--- config.mk ---
export PLATFORM = sky130hd
export DESIGN_NAME = edid_stream_tx
export DESIGN_NICKNAME = d
export VERILOG_FILES = /design/src/rtl/edid_stream_pkg.sv /design/src/rtl/vsync_edge_det.sv /design/src/rtl/edid_byte_fifo.sv /design/src/rtl/edid_packet_ser.sv /design/src/rtl/edid_stream_tx.sv
export SDC_FILE = /design/constraint.sdc
export NUM_CORES = 1
export LEC_CHECK = 0
export ABC_AREA = 1
export ABC_CLOCK_PERIOD_IN_PS = 3400
export BUFFER_PORTS_ARGS = -buffer_cell sky130_fd_sc_hd__buf_2
export CAP_MARGIN = 10
export CORE_UTILIZATION = 54
export DETAILED_ROUTE_END_ITERATION = 8
export PLACE_DENSITY = 0.72
export SETUP_SLACK_MARGIN = 0.3
export SLEW_MARGIN = 20
export SYNTH_ARGS = -nofsm -noshare
export SYNTH_HDL_FRONTEND = slang
export SYNTH_HIERARCHICAL = 1
export SYNTH_SLANG_ARGS = --single-unit
--- constraint.sdc ---
create_clock -name clk -period 3.4 [get_ports clk]
set_input_delay 0.68 -clock clk [delete_from_list [all_inputs] [get_ports clk]]
set_output_delay 0.68 -clock clk [all_outputs]
set_load 0.01 [all_outputs]
--- src/rtl/edid_stream_pkg.sv ---
package edid_stream_pkg;

  typedef enum logic [1:0] {
    SER_IDLE,
    SER_DATA,
    SER_STOP
  } ser_state_t;

  // Low-water mark: select value plus two.
  function automatic int unsigned low_mark(input logic [1:0] sel);
    return 32'(sel) + 32'd2;
  endfunction

endpackage

--- src/rtl/vsync_edge_det.sv ---
module vsync_edge_det #(
  parameter int STAGES = 2
) (
  input  logic clk,
  input  logic rst,
  input  logic async_in,
  output logic rise
);

  logic [STAGES-1:0] sync_q;
  logic              last_q;

  generate
    if (STAGES == 1) begin : g_one
      always_ff @(posedge clk) begin
        if (rst) sync_q <= '0;
        else     sync_q <= async_in;
      end
    end else begin : g_chain
      always_ff @(posedge clk) begin
        if (rst) sync_q <= '0;
        else     sync_q <= {sync_q[STAGES-2:0], async_in};
      end
    end
  endgenerate

  always_ff @(posedge clk) begin
    if (rst) last_q <= 1'b0;
    else     last_q <= sync_q[STAGES-1];
  end

  assign rise = sync_q[STAGES-1] & ~last_q;

endmodule

--- src/rtl/edid_byte_fifo.sv ---
module edid_byte_fifo
  import edid_stream_pkg::*;
#(
  parameter int W     = 8,
  parameter int DEPTH = 8
) (
  input  logic         clk,
  input  logic         rst,
  input  logic         push,
  input  logic [W-1:0] push_data,
  input  logic         pop,
  input  logic [1:0]   low_sel,
  input  logic         irq_en,
  output logic [W-1:0] rd_data,
  output logic         empty,
  output logic         full_o,
  output logic         low_o,
  output logic         irq_o
);

  localparam int PTR_W = (DEPTH > 1) ? $clog2(DEPTH) : 1;
  localparam int CNT_W = $clog2(DEPTH + 1);
  localparam logic [CNT_W-1:0] CNT_FULL = CNT_W'(DEPTH);
  localparam logic [PTR_W-1:0] PTR_LAST = PTR_W'(DEPTH - 1);

  logic [W-1:0]     mem [DEPTH];
  logic [PTR_W-1:0] wr_ptr, rd_ptr;
  logic [CNT_W-1:0] count, count_n;
  logic             do_push, do_pop, low_n;

  function automatic logic [PTR_W-1:0] bump(input logic [PTR_W-1:0] p);
    return (p == PTR_LAST) ? '0 : p + 1'b1;
  endfunction

  assign empty   = (count == '0);
  assign do_push = push & (count != CNT_FULL);
  assign do_pop  = pop & ~empty;

  always_comb begin
    count_n = count;
    if (do_push && !do_pop)      count_n = count + 1'b1;
    else if (do_pop && !do_push) count_n = count - 1'b1;
  end

  assign low_n = (count_n < CNT_W'(low_mark(low_sel)));

  // Storage without reset so it maps onto RAM primitives.
  always_ff @(posedge clk) begin
    if (do_push) mem[wr_ptr] <= push_data;
  end

  assign rd_data = mem[rd_ptr];

  always_ff @(posedge clk) begin
    if (rst) begin
      wr_ptr <= '0;
      rd_ptr <= '0;
      count  <= '0;
      full_o <= 1'b0;
      low_o  <= 1'b1;
      irq_o  <= 1'b0;
    end else begin
      if (do_push) wr_ptr <= bump(wr_ptr);
      if (do_pop)  rd_ptr <= bump(rd_ptr);
      count  <= count_n;
      full_o <= (count_n == CNT_FULL);
      low_o  <= low_n;
      irq_o  <= low_n & irq_en;
    end
  end

endmodule

--- src/rtl/edid_packet_ser.sv ---
module edid_packet_ser
  import edid_stream_pkg::*;
#(
  parameter int W = 8
) (
  input  logic         clk,
  input  logic         rst,
  input  logic         tick,
  input  logic         empty,
  input  logic [W-1:0] rd_data,
  output logic         pop,
  output logic         sda
);

  localparam int BC_W = (W > 1) ? $clog2(W) : 1;
  localparam logic [BC_W-1:0] BC_LAST = BC_W'(W - 1);

  ser_state_t      state;
  logic [BC_W-1:0] bit_cnt;
  logic [W-1:0]    shreg;

  assign pop = tick & ~empty & (state != SER_DATA);

  always_ff @(posedge clk) begin
    if (rst) begin
      state   <= SER_IDLE;
      bit_cnt <= '0;
      shreg   <= '0;
      sda     <= 1'b1;
    end else if (tick) begin
      if (state == SER_DATA) begin
        if (bit_cnt == BC_LAST) begin
          state <= SER_STOP;
          sda   <= 1'b1;
        end else begin
          bit_cnt <= bit_cnt + 1'b1;
          sda     <= shreg[W-1];
          shreg   <= shreg << 1;
        end
      end else if (!empty) begin
        state   <= SER_DATA;
        bit_cnt <= '0;
        sda     <= rd_data[W-1];
        shreg   <= rd_data << 1;
      end else begin
        state <= SER_IDLE;
        sda   <= 1'b1;
      end
    end
  end

endmodule

--- src/rtl/edid_stream_tx.sv ---
module edid_stream_tx
  import edid_stream_pkg::*;
#(
  parameter int DATA_W      = 8,
  parameter int FIFO_DEPTH  = 8,
  parameter int SYNC_STAGES = 2
) (
  input  logic              clk,
  input  logic              rst,
  input  logic              vsync_in,
  input  logic              wr_en,
  input  logic [DATA_W-1:0] wr_data,
  input  logic              buf_rd_en,
  input  logic [DATA_W-1:0] buf_data,
  input  logic              autofill_en,
  input  logic [1:0]        low_sel,
  input  logic              low_irq_en,
  output logic              sda_out,
  output logic              fifo_low,
  output logic              fifo_full,
  output logic              low_irq
);

  logic              vs_rise;
  logic              push, pop, empty;
  logic [DATA_W-1:0] push_data, head;

  // Direct writes win over the auto-fill path.
  assign push      = wr_en | (buf_rd_en & autofill_en);
  assign push_data = wr_en ? wr_data : buf_data;

  vsync_edge_det #(.STAGES(SYNC_STAGES)) u_sync (
    .clk      (clk),
    .rst      (rst),
    .async_in (vsync_in),
    .rise     (vs_rise)
  );

  edid_byte_fifo #(.W(DATA_W), .DEPTH(FIFO_DEPTH)) u_fifo (
    .clk       (clk),
    .rst       (rst),
    .push      (push),
    .push_data (push_data),
    .pop       (pop),
    .low_sel   (low_sel),
    .irq_en    (low_irq_en),
    .rd_data   (head),
    .empty     (empty),
    .full_o    (fifo_full),
    .low_o     (fifo_low),
    .irq_o     (low_irq)
  );

  edid_packet_ser #(.W(DATA_W)) u_ser (
    .clk     (clk),
    .rst     (rst),
    .tick    (vs_rise),
    .empty   (empty),
    .rd_data (head),
    .pop     (pop),
    .sda     (sda_out)
  );

endmodule

# Word-level counts from Yosys, hierarchy flattened

Memories as Yosys holds them, arrays and structs flattened. A register that Yosys moved wholly into a read port is not among the register bits.
Cells that the tools add are included.

Word-level logic and storage cells: 68
Output and inout bits: 4
Memories kept: 1
Memory bits (writable): 64
Bits in registers: 30

Eq/ne operators: 10
Multiplexer cells: 21
Add/subtract/negate cells: 6
Bitwise gates (word level): 10
Order comparisons: 1
Reductions and logical operators: 7

Memory list:

| memory     | words | bits a word | rd ports | clocked after Yosys merged registers in | wr ports | RTL line             | text |
|---|---|---|---|---|---|---|---|
| u_fifo.mem | 8     | 8           | 1        | 1                                       | 1        | edid_byte_fifo.sv:26 | `logic [W-1:0] mem [DEPTH];` |

Operators with widths:

| operator              | number |
|---|---|
| $mux W8               | 4 |
| $mux W3               | 7 |
| $add A3 B1 Y3 const B | 3 |
| $eq A3 B3 Y1 const B  | 3 |
| $mux W4               | 2 |
| $and A1 B1 Y1         | 7 |
| $mux W1               | 6 |
| $add A4 B1 Y4 const B | 1 |
| $eq A4 B4 Y1 const B  | 1 |
| $logic_not A4 Y1      | 1 |
| $lt A4 B4 Y1          | 1 |
| $mux W2               | 2 |
| $ne A2 B1 Y1 const B  | 2 |
| $ne A2 B2 Y1 const B  | 2 |
| $ne A4 B4 Y1 const B  | 1 |
| $sub A4 B1 Y4 const B | 1 |
| $add A2 B2 Y3 const B | 1 |
| $reduce_and A3 Y1     | 1 |
| $eq A2 B1 Y1 const B  | 1 |
| $logic_and A1 B1 Y1   | 2 |
| $logic_not A1 Y1      | 2 |
| $not A1 Y1            | 2 |
| $reduce_and A2 Y1     | 1 |
| $or A1 B1 Y1          | 1 |

# Longest topological paths before layout

Gate-level depths: netlist of the first run.

Word-level depth: 10
Depth in mapped cells: 19
Gate-level depth less buffers: 19

# By module

The synthesis of the first run kept the hierarchy.

By module, submodules not included:

| module          | cells each | instances | sequential area each (µm²) | area each (µm²) |
|---|---|---|---|---|
| edid_byte_fifo  | 294        | 1         | 2,242.2                    | 3,291.9 |
| edid_packet_ser | 108        | 1         | 260.2                      | 757.0 |
| edid_stream_tx  | 28         | 1         | 0.0                        | 112.6 |
| vsync_edge_det  | 10         | 1         | 60.1                       | 86.3 |

# Worst setup path after synthesis of the first run

Ideal clock, no wire load.

Path type: flip-flop to flip-flop
Start point: register u_fifo.count[0]
End point: register u_fifo.low_o
Cell stages (with the launch flop): 18
Setup slack: 1,168 ps
Data required time: 3,283 ps
Buffers on the path: 0
Data arrival time: 2,115 ps
Cell sequence: dfxtp_1 -> inv_1 -> ha_1 -> nand2_1 -> inv_1 -> nor2_4 -> nand2_2 -> inv_1 -> a21boi_2 -> nand2_1 -> nand2_2 -> o21ai_1 -> ha_1 -> nand2_1 -> nand2_1 -> nand2_1 -> nand2_1 -> nand2_1

Word-level cells in the longest chain between the ends: 9
Elaborated cells on any way between the ends: 16
Classes of those cells: 2 x add/sub; 1 x order compare; 1 x eq/ne; 2 x mux; 5 x bitwise; 5 x reduce/logical

RTL lines:

| what                                                           | RTL line                                   | text |
|---|---|---|
| start: declaration                                             | edid_byte_fifo.sv:28                       | `logic [CNT_W-1:0] count, count_n;` |
| start signal: assignment                                       | edid_byte_fifo.sv:65                       | `count <= count_n;` |
| $logic_not A4 Y1 (*)                                           | edid_byte_fifo.sv:35                       | `assign empty = (count == '0);` |
| via empty                                                      | edid_stream_tx.sv:25                       | `logic push, pop, empty;` |
| $not A1 Y1 (*)                                                 | edid_packet_ser.sv:22                      | `assign pop = tick & ~empty & (state != SER_DATA);` |
| $and A1 B1 Y1 (*) (2 in a row)                                 | edid_packet_ser.sv:22                      |  |
| via pop                                                        | edid_stream_tx.sv:25                       |  |
| $and A1 B1 Y1 (*)                                              | edid_byte_fifo.sv:37                       | `assign do_pop = pop & ~empty;` |
| $logic_and A1 B1 Y1 / $logic_not A1 Y1 (equally long branches) | edid_byte_fifo.sv:42, edid_byte_fifo.sv:41 |  |
| $mux W4 / $logic_and A1 B1 Y1 (equally long branches)          | edid_byte_fifo.sv:42, edid_byte_fifo.sv:41 |  |
| $mux W4 (*)                                                    | edid_byte_fifo.sv:41                       | `if (do_push && !do_pop) count_n = count + 1'b1;` |
| via u_fifo.count_n[1]                                          | edid_byte_fifo.sv:28                       |  |
| $lt A4 B4 Y1 (*)                                               | edid_byte_fifo.sv:45                       | `assign low_n = (count_n < CNT_W'(low_mark(low_sel)));` |
| end signal: assignment                                         | edid_byte_fifo.sv:67                       | `low_o <= low_n;` |
| end: declaration                                               | edid_byte_fifo.sv:17                       | `output logic low_o,` |

The timed path passes the listed nets; every way through them passes the cells marked *.
A chain may end at the register's enable or synchronous reset.

# Final worst setup path of the first run

Start point: register u_sync.sync_q[1]
End point: register u_fifo.low_o

Word-level cells in the longest chain between the ends: 8
Elaborated cells on any way between the ends: 10
Classes of those cells: 1 x order compare; 2 x mux; 4 x bitwise; 3 x reduce/logical

RTL lines:

| what                                                           | RTL line                                   | text |
|---|---|---|
| start: declaration                                             | vsync_edge_det.sv:10                       | `logic [STAGES-1:0] sync_q;` |
| start signal: assignment                                       | vsync_edge_det.sv:22                       | `else sync_q <= {sync_q[STAGES-2:0], async_in};` |
| $and A1 B1 Y1 (*)                                              | vsync_edge_det.sv:32                       | `assign rise = sync_q[STAGES-1] & ~last_q;` |
| via vs_rise                                                    | edid_stream_tx.sv:24                       | `logic vs_rise;` |
| $and A1 B1 Y1 (*) (2 in a row)                                 | edid_packet_ser.sv:22                      |  |
| via pop                                                        | edid_stream_tx.sv:25                       |  |
| $and A1 B1 Y1 (*)                                              | edid_byte_fifo.sv:37                       |  |
| $logic_and A1 B1 Y1 / $logic_not A1 Y1 (equally long branches) | edid_byte_fifo.sv:42, edid_byte_fifo.sv:41 |  |
| $mux W4 / $logic_and A1 B1 Y1 (equally long branches)          | edid_byte_fifo.sv:42, edid_byte_fifo.sv:41 |  |
| $mux W4 (*)                                                    | edid_byte_fifo.sv:41                       |  |
| via u_fifo.count_n[1]                                          | edid_byte_fifo.sv:28                       |  |
| $lt A4 B4 Y1 (*)                                               | edid_byte_fifo.sv:45                       |  |

Marks and branches as above.

==> results.json, run 1 <==
{
  "status": "finished, final reports clean",
  "drt-total-wl_um": 8270,
  "vias": 3041,
  "area_growth_pct": 10.9,
  "netlist_instances": 440,
  "antenna_found_initial": 0,
  "post_drt_wl_per_cell_um": 14.3,
  "die_y_um": 90.7,
  "antennaDiodeCount": 0,
  "synth-edff-count": 64,
  "power_density_nw_per_um2": 566,
  "firstDrtPassIters": 4,
  "post-place-cells": 560,
  "clock.fmax_mhz": 382,
  "syn_avg_cell_area_um2": 9.65,
  "cts_hold_buf": 0,
  "core_um2": 7410,
  "fin_cells": 576,
  "grt_max_degree": 33,
  "start_util_pct": 57.3,
  "muxShareOfSynthArea_pct": 0,
  "io_buffers": 28,
  "slew_headroom_pct": 39.2,
  "hold_class": "reg2reg",
  "nFillCells": 596,
  "cp_max_fo": 11,
  "min_period_ns": 2.62,
  "die_w_um": 90.7,
  "period_share_pct": 77.1,
  "clock_sinks": 96,
  "critPathMostFrequentCell": "nand2_1",
  "synth-adder-area-share_pct": 2.95,
  "final_nets": 507,
  "yosysSeqAreaShare_pct": 60.3,
  "async_flop_share_pct": 0,
  "grt_usage_pct": 21.9,
  "place.gp.congestion": 0.832,
  "cts_setup_buffers": 0,
  "rsz0062_at_grt": "false",
  "numCtsBuffers": 9,
  "synth-compound-area-share_pct": 9.72,
  "clkTransAtPathRegs_ns": 0.08,
  "wl_met2_um": 4060,
  "synth.distinct_cells": 31,
  "cap_violations": 0,
  "vias_per_cell": 5.28,
  "crit_type": "reg2reg",
  "cp-start-kind": "flip-flop",
  "skew_ns": 0.0116,
  "synth_nets": 475,
  "rows": 31,
  "drt-met1-wl_um": 3700,
  "ys.flop_type": "edfxtp_1",
  "p_leak_nw": 1.95,
  "grt_pass1_vias": 2996,
  "finalPower_mw": 2.67,
  "setup_viol": 0,
  "ys_seq_elements": 96,
  "cp_data_arrival_time_ns": 2.86,
  "synthesis.area_um2": 4250,
  "yosysWarnings": 6,
  "finalHoldViolCount": 0,
  "synth_xor_area_share_pct": 0.206,
  "dr.max_layer_used": "met4",
  "place_hpwl_um": 5540,
  "detail-route-antenna-nets": 0,
  "ir_worst_vdd_v": 0.000378,
  "crit_required_ns": 3.64,
  "cts-root-buf": "clkbuf_8",
  "grt_pass1_wl_um": 13900,
  "max_stage_delay_ns": 0.43,
  "crit_path_end_kind": "flip-flop",
  "drtIter0Drc": 161,
  "cts_tree": "done",
  "h-tree-depth": 3,
  "drc": 0,
  "slew_viol_final": 0,
  "clk_latency_ns": 0.36,
  "overflow": 0,
  "drive_above_1_share_pct": 16.4,
  "synth-simple-area-share_pct": 21.2,
  "ctsResizeCount": 0,
  "worst_pin_slew_ns": 0.910,
  "die_area_um2": 8220,
  "crit_slowest_cell": "nor2_1",
  "synth_top_family_by_area": "simple AND/OR/NAND/NOR gates",
  "finalSetupTns_ns": 0,
  "clockBufferDepth": 2,
  "wl_met3_um": 309,
  "critical_path.cell_chain": "inv_1 > nor2_1 > inv_1 > nor2_4 > nand2_2 > inv_1 > a21boi_2 > nand2_1 > nand2_2 > o21ai_1 > ha_1 > nand2_1 > nand2_1 > nand2_1 > nand2_1 > nand2_1",
  "io_pins": 29
}
==> flip-flops by register name, summed over array words and instances (netlist names), named ones only <==
name / cells
u_fifo/mem: 64
u_ser/shreg: 7
u_fifo/count: 4
u_fifo/rd_ptr: 3
u_fifo/wr_ptr: 3
u_ser/bit_cnt: 3
u_ser/state: 2
u_sync/sync_q: 2
u_fifo/full_o: 1
u_fifo/irq_o: 1
u_fifo/low_o: 1
u_ser/sda: 1
u_sync/last_q: 1
==> synthesized netlist by cell type, types with 2 or more instances <==
master | count | area share [%]
nor2_1 | 94 | 8.3
nand2_1 | 68 | 6.0
edfxtp_1 | 64 | 45
inv_1 | 36 | 3.2
o21ai_0 | 36 | 4.2
dfxtp_1 | 32 | 15
nand3_1 | 15 | 1.8
ha_1 | 10 | 2.9
a31oi_1 | 9 | 1.3
clkbuf_1 | 9 | 0.80
o21ai_1 | 8 | 0.94
o22ai_1 | 8 | 1.2
nand2_2 | 7 | 1.0
nor2_2 | 7 | 1.0
a21oi_1 | 6 | 0.71
buf_6 | 4 | 1.1
inv_2 | 4 | 0.35
nand4_1 | 4 | 0.59
nand2_4 | 3 | 0.80
nor2_4 | 3 | 0.80
o211a_1 | 2 | 0.47
o21ai_2 | 2 | 0.41
==> kinds of logic (layout without fill, tap and decap cells) <==
logic type      count (synthesis)  count (layout)
buf+inv                        55              92
compound gates                 73              73
xor+xnor                        1               1
simple gates                  205             205
fa+ha+maj                      10              10
flops                          96              96
==> report_power, final <==
| part | switching (mW) | internal, mW |
|---|---|---|
| logic | 0.284 | 0.143 |
| clock network | 0.380 | 0.487 |
| registers | 0.0338 | 1.34 |
==> per-stage QoR <==
stage	area, um^2	worst slack [ns]	utilization [%]	hold WS [ns]
2_1_floorplan	4250	1.17	-	0.388
3_3_place_gp	4480	0.899	60.4	0.391
3_5_place_dp	4480	0.800	60.4	0.399
4_1_cts	4710	0.778	63.6	0.413
5_1_grt	4710	0.448	63.6	0.421
6_report	4710	0.779	63.6	0.408
==> cell type report <==
class	count	area, um^2	share of cell area [%]
flip-flops and latches	96	2560	54.4
multi-input cells	289	1450	30.7
repair buffers	34	185	3.93
inverters	42	160	3.40
clock buffers	10	128	2.71
well taps	99	124	2.63
clock inverters	6	106	2.26
==> per-layer routing <==
layer,vias up,global-route usage (%)
met5,-,0
li1,1537,-
met3,17,3.87
met2,67,35.9
met4,0,13.7
met1,1420,26.7
==> worst max-delay path, delay by kind of cell, from the launching register on <==
family / cells / cell delay (ns)
buffers and inverters: 3 / 0.39
adder cells (fa/ha/maj): 1 / 0.28
AND/OR/NAND/NOR: 10 / 1.18
flip-flops: 1 / 0.31
AO/OA/AOI/OAI: 2 / 0.35
==> layout by cell type (no fill, tap or decap), types with 9 or more instances in the layout <==
cell type and count:
o21ai_0 36, ha_1 10, inv_1 36, nor2_1 94, nand3_1 15, a31oi_1 9
buf_2 28, dfxtp_1 32, edfxtp_1 64, clkbuf_8 9, nand2_1 68
==> final timing paths <==
path	endpoint	slack, ns	startpoint	cells past startpoint
max	u_fifo/low_o	0.78	u_sync/sync_q[1]	16
min	u_sync/sync_q[1]	0.41	u_sync/sync_q[0]	2
max reg2reg	u_fifo/low_o	0.78	u_sync/sync_q[1]	16
min reg2reg	u_sync/sync_q[1]	0.41	u_sync/sync_q[0]	2
Note: power is estimated with default switching activity, not from simulation.
==> run 2, diff against run 1 <==
Settings changed: ABC_AREA 1 to 0, ABC_CLOCK_PERIOD_IN_PS 3400 to 2100, PLACE_DENSITY 0.72 to 0.75.
Clock period 3.4 ns to 2.1 ns, I/O delays scaled along.
==> run 2 against run 1 <==
The run now ends with negative setup slack left. Worst setup slack worse by 1.3 ns. Critical path depth down 3. Sequential cell count unchanged. Sequential share of layout area down 8.2 points. Clock skew down 0.0047 ns. Non-clock buffer count up 49. Global-route usage up 1.2 points. Die area down 0.98%. Synthesized cell count down 33%. Final cell count down 16%.
==> results.json, run 2 <==
{
  "worst_pin_slew_ns": 0.578,
  "place_hpwl_um": 5610,
  "yosysWarnings": 6,
  "cp_data_arrival_time_ns": 2.91,
  "setup_slack_ns": -0.532,
  "yosysSeqAreaShare_pct": 60.9,
  "yosysTopAreaCell": "edfxtp_1",
  "crit_type": "reg2reg",
  "post_drt_wl_per_cell_um": 20.0,
  "min_period_ns": 2.63,
  "clkTransAtPathRegs_ns": 0.10,
  "die_area_um2": 8140,
  "critPathMostFrequentCell": "ha_4",
  "cts-root-buf": "clkbuf_8",
  "antenna_found_initial": 0,
  "cp-startpoint": "u_fifo/count[1]",
  "antennaDiodeCount": 0,
  "ir_worst_vdd_v": 0.000548,
  "clockBufferDepth": 2,
  "slew_viol_final": 0,
  "async_flop_share_pct": 0,
  "final_nets": 412,
  "grt_max_degree": 18,
  "p_leak_nw": 2.02,
  "firstDrtPassIters": 4,
  "cts_hold_buf": 0,
  "clock_sinks": 96,
  "hold_class": "in2reg",
  "largest-register": "u_fifo/mem",
  "syn_avg_cell_area_um2": 14.3,
  "synth_nets": 330,
  "rsz0062_at_grt": "true",
  "reg_top3": "u_fifo/mem (64), u_ser/shreg (7), u_fifo/count (4)",
  "overflow": 0,
  "detail-route-antenna-nets": 0,
  "synth.most_common_cell": "edfxtp_1",
  "io_pins": 29,
  "clk_latency_ns": 0.37,
  "cp-start-kind": "flip-flop",
  "pre_cts_ws_ns": -0.379,
  "r2r_start": "u_fifo/count[1]",
  "synth.area.top_cells": "edfxtp_1 46%, dfxtp_1 15%, mux4_2 8.6%",
  "synth.distinct_cells": 53,
  "max_stage_delay_ns": 0.34,
  "ys.flop_type": "edfxtp_1",
  "finalSetupTns_ns": -3.10,
  "die_y_um": 90.2,
  "synth-edff-count": 64,
  "vias": 2795,
  "place.gp.congestion": 0.811,
  "grt_pass1_vias": 2801,
  "holdCritStartpoint": "vsync_in",
  "cts_tree": "done",
  "synthesis.area_um2": 4210,
  "crit_required_ns": 2.38,
  "layout_commonest_cell": "edfxtp_1",
  "finalPower_mw": 4.67,
  "grt_pass1_wl_um": 14000,
  "clock.fmax_mhz": 380,
  "critical_path.cell_chain": "inv_2 > ha_4 > nor3b_4 > and2b_2 > nand2_4 > clkinvlp_4 > a21boi_2 > o221ai_2 > o21ai_2 > ha_4 > nor3b_2 > a311oi_2 > nor4b_2",
  "io_buffers": 28,
  "drive_above_1_share_pct": 49.7,
  "crit_path_end_kind": "flip-flop",
  "h-tree-depth": 3,
  "drt-total-wl_um": 9630,
  "hold_ws_ns": 0.273,
  "area_growth_pct": 32.1,
  "skew_ns": 0.00693,
  "power_density_nw_per_um2": 840,
  "synth_common_cells": "64 x edfxtp_1, 32 x dfxtp_1, 23 x nor2_1, 16 x mux4_2",
  "synth_top_area_share_pct": 45.7,
  "slew_headroom_pct": 61.4,
  "drc": 0,
  "period_share_pct": 125,
  "numCtsBuffers": 9,
  "vias_per_cell": 5.81,
  "violations": "negative setup slack",
  "final_cell_mix": "64 x edfxtp_1, 34 x buf_4, 29 x dfxtp_1",
  "rows": 31,
  "ys_seq_elements": 96,
  "largest_register_ffs": 64,
  "core_um2": 7410,
  "netlist_instances": 295,
  "status": "finished with violations",
  "grt_usage_pct": 23.1,
  "cp_max_fo": 4,
  "setup_viol": 29,
  "die_w_um": 90.2,
  "cap_violations": 0,
  "drtIter0Drc": 144,
  "crit_slowest_cell": "dfxtp_2",
  "start_util_pct": 56.8,
  "finalHoldViolCount": 0
}
## run 2: cell count changes after synthesis, moves of 8 or more
cell	delta
nor2_1	-71
o21ai_0	-23
mux2_4	+8
or3_1	+8
mux4_2	+16
mux2_2	+8
nand2_1	-55
inv_1	-30
nand3_1	-12
## run 2: logic make-up after synthesis
group	synth area share [%]
DFF	60.9
and+or+nand+nor	11.4
AOI/OAI and AO/OA	8.03
muxes	14.3
buffers and inverters	2.14
adders and majority gates	2.98
xor gates and xnor gates	0.208
## run 2: final cells by class
type / count / area, um^2
clock buffers: 9 / 124
repair buffers: 83 / 716
inverters: 6 / 25.0
repair inverters: 1 / 7.51
multi-input cells: 180 / 1890
clock inverters: 7 / 101
flip-flops and latches: 96 / 2570
well taps: 99 / 124
fillers: 442 / 1850
## run 2: worst paths after layout
path | endpoint | cells after the start | slack (ns)
max | u_fifo/irq_o | 13 | -0.53
min | u_sync/sync_q[0] | 2 | 0.27
max reg2reg | u_fifo/irq_o | 13 | -0.53
min reg2reg | u_sync/sync_q[1] | 1 | 0.47
## run 2: power breakdown
group          internal, mW  switching (mW)
registers              2.11          0.0490
logic                 0.597           0.536
clock network         0.686           0.685
## run 2: routing by layer
metal / vias to the layer above / GRT usage [%] / part of all wire [%]
met3: 22 / 4.23 / 3.0
met2: 63 / 39.0 / 52
met5: - / 0 / 0
li1: 1293 / - / -
met1: 1417 / 29.4 / 43
met4: 0 / 9.41 / 2.7
## run 2: repair_timing
item	in CTS	in global routing
setup buffers	7	7
setup endpoints to repair	80	86
hold endpoints to repair	0	0
pin swaps	19	17
cloned	0	2
resized for setup	29	29
## run 2: worst max-delay path, delay by kind of cell (launching register included)
family | cells | cell delay, ns
simple gates | 5 | 1.09
flops | 1 | 0.34
fa+ha+maj | 2 | 0.33
buf+inv | 2 | 0.20
compound gates | 4 | 0.57
## run 2: through the flow
stage | instance area [um^2] | std cells | utilization (%)
global placement | 4910 | 449 | 66.3
global route | 5550 | 481 | 75.0
floorplan | 4340 | 295 | -
CTS | 5340 | 472 | 72.0
finish | 5550 | 481 | 75.0
detailed placement | 4910 | 449 | 66.3
==> run 3, diff against run 2 <==
Settings changed: BUFFER_PORTS_ARGS -buffer_cell sky130_fd_sc_hd__buf_2 to -buffer_cell sky130_fd_sc_hd__buf_4.
==> run 3 against run 2 <==
The flow still finishes with violations (negative setup slack). Maximum frequency grew 1.1%. Sequential cell count stayed put. Critical path depth is 2 higher. Routed wire length decreased by 5.3%. Combinational power about the same. Worst setup slack improved by 0.030 ns.
==> results.json, run 3 (synthesis gave the netlist of run 2 again) <==
{
  "status": "finished with violations",
  "violations": "negative setup slack",
  "power_density_nw_per_um2": 805,
  "crit_path_end_kind": "flip-flop",
  "vias_per_cell": 5.70,
  "finalPower_mw": 4.52,
  "crit_path_end": "u_fifo/low_o",
  "place_hpwl_um": 5500,
  "die_area_um2": 8140,
  "switchingPower_mw": 1.21,
  "setup_viol": 48,
  "reg2reg_slack_ns": -0.50,
  "cp-startpoint": "u_fifo/count[0]",
  "die_y_um": 90.2,
  "period_share_pct": 124,
  "cts-root-buf": "clkbuf_8",
  "largest-register": "u_fifo/mem",
  "io_pins": 29,
  "cp_data_arrival_time_ns": 2.85,
  "cts_tree": "done",
  "core_um2": 7410,
  "skew_ns": 0.00704,
  "drtIter0Drc": 196,
  "drive_above_1_share_pct": 50.6,
  "hold_ws_ns": 0.296,
  "p_leak_nw": 2.06,
  "cts_hold_buf": 0,
  "place.gp.congestion": 0.824,
  "worst_pin_slew_ns": 0.558,
  "area_growth_pct": 33.5,
  "antennaDiodeCount": 0,
  "ir_worst_vdd_v": 0.000574,
  "min_period_ns": 2.60,
  "grt_max_degree": 26,
  "clock_sinks": 96,
  "setup_slack_ns": -0.503,
  "final_nets": 415,
  "numCtsBuffers": 9,
  "post_drt_wl_per_cell_um": 18.8,
  "clock.fmax_mhz": 384,
  "grt_usage_pct": 22.6,
  "slew_headroom_pct": 62.7,
  "overflow": 0,
  "crit_type": "reg2reg",
  "r2r_cells": 15,
  "vias": 2760,
  "detail-route-antenna-nets": 0,
  "power_frac_seq_pct": 47.8,
  "power_frac_clock_pct": 27.2,
  "hold_class": "in2reg",
  "antenna_found_initial": 0,
  "clkTransAtPathRegs_ns": 0.09,
  "finalSetupTns_ns": -3.72,
  "finalHoldViolCount": 0,
  "r2r_end": "u_fifo/low_o",
  "crit_required_ns": 2.34,
  "final_cell_mix": "64 x buf_4, 64 x edfxtp_1, 29 x dfxtp_1",
  "grt_pass1_vias": 2760,
  "cap_violations": 0,
  "cp_max_fo": 5,
  "p_int_mw": 3.31,
  "io_buffers": 28,
  "cp-start-kind": "flip-flop",
  "firstDrtPassIters": 4,
  "rows": 31,
  "h-tree-depth": 3,
  "die_w_um": 90.2,
  "drc": 0,
  "slew_viol_final": 0,
  "fin_util_pct": 75.8,
  "switching_share_pct": 26.8,
  "start_util_pct": 56.8,
  "clockBufferDepth": 2,
  "p_comb_share_pct": 25.0,
  "grt_pass1_wl_um": 14000,
  "reg_top3": "u_fifo/mem (64), u_ser/shreg (7), u_fifo/count (4)",
  "clk_latency_ns": 0.36,
  "r2r_start": "u_fifo/count[0]",
  "rsz0062_at_grt": "true",
  "drt-total-wl_um": 9120,
  "largest_register_ffs": 64
}
run 3: final cells by class:
class | instances | area (um^2)
Clock buffer | 9 | 124
Inverter | 6 | 27.5
Timing Repair Buffer | 87 | 822
Clock inverter | 7 | 78.8
Multi-Input combinational cell | 180 | 1870
Sequential cell | 96 | 2570
Fill cell | 418 | 1800
Tap cell | 99 | 124
run 3: worst max-delay path: stages (launching register included):
cell and delay [ns]:
dfxtp_2 0.33, inv_2 0.07, ha_4 0.14, buf_4 0.10
buf_4 0.10, buf_6 0.09, or2b_4 0.30, a21boi_0 0.32
o2111ai_1 0.18, o21ai_2 0.14, ha_4 0.19, nor2_2 0.03
nand2_1 0.07, a21oi_2 0.04, a311oi_2 0.26, o21ai_1 0.12
run 3: per-stage QoR:
step | cells | cell area [um^2] | setup slack, ns
floorplan | 295 | 4340 | -0.487
global placement | 447 | 4960 | -0.294
detailed placement | 447 | 4960 | -0.369
CTS | 477 | 5390 | -0.314
global route | 484 | 5610 | -0.573
finish | 484 | 5610 | -0.503
run 3: how the worst min path moves through the flow:
| stage | start | end | cells past startpoint |
|---|---|---|---|
| after floorplan | u_sync/sync_q[0] | u_sync/sync_q[1] | 1 |
| after global placement | u_sync/sync_q[1] | u_sync/last_q | 1 |
| after detailed placement | u_sync/sync_q[0] | u_sync/sync_q[1] | 1 |
| after CTS | vsync_in | u_sync/sync_q[0] | 2 |
| after global routing | vsync_in | u_sync/sync_q[0] | 2 |
| final | vsync_in | u_sync/sync_q[0] | 2 |
run 3: routing by layer:
| layer | part of all wire (%) | wire (um) | global-route usage, % |
|---|---|---|---|
| met4 | 2.3 | 206 | 8.60 |
| met1 | 43 | 3910 | 29.9 |
| met2 | 51 | 4610 | 36.5 |
| met5 | 0 | 0 | 0 |
| met3 | 4.3 | 395 | 5.08 |
run 3: timing repair:
item | 4_1_cts | 5_1_grt
gates cloned | 0 | 1
buffers inserted | 14 | 6
setup endpoints to repair | 78 | 89
pin swaps | 20 | 14
gates resized for setup | 29 | 41
run 3: power groups by stage:
stage	Clock, mW	Combinational, mW	Sequential, mW
after global routing	1.33	1.20	2.17
after global placement	0	0.774	2.19
final	1.23	1.13	2.16
after detailed placement	0	0.794	2.20
after floorplan	0	0.455	2.20
after CTS	1.25	0.943	2.16
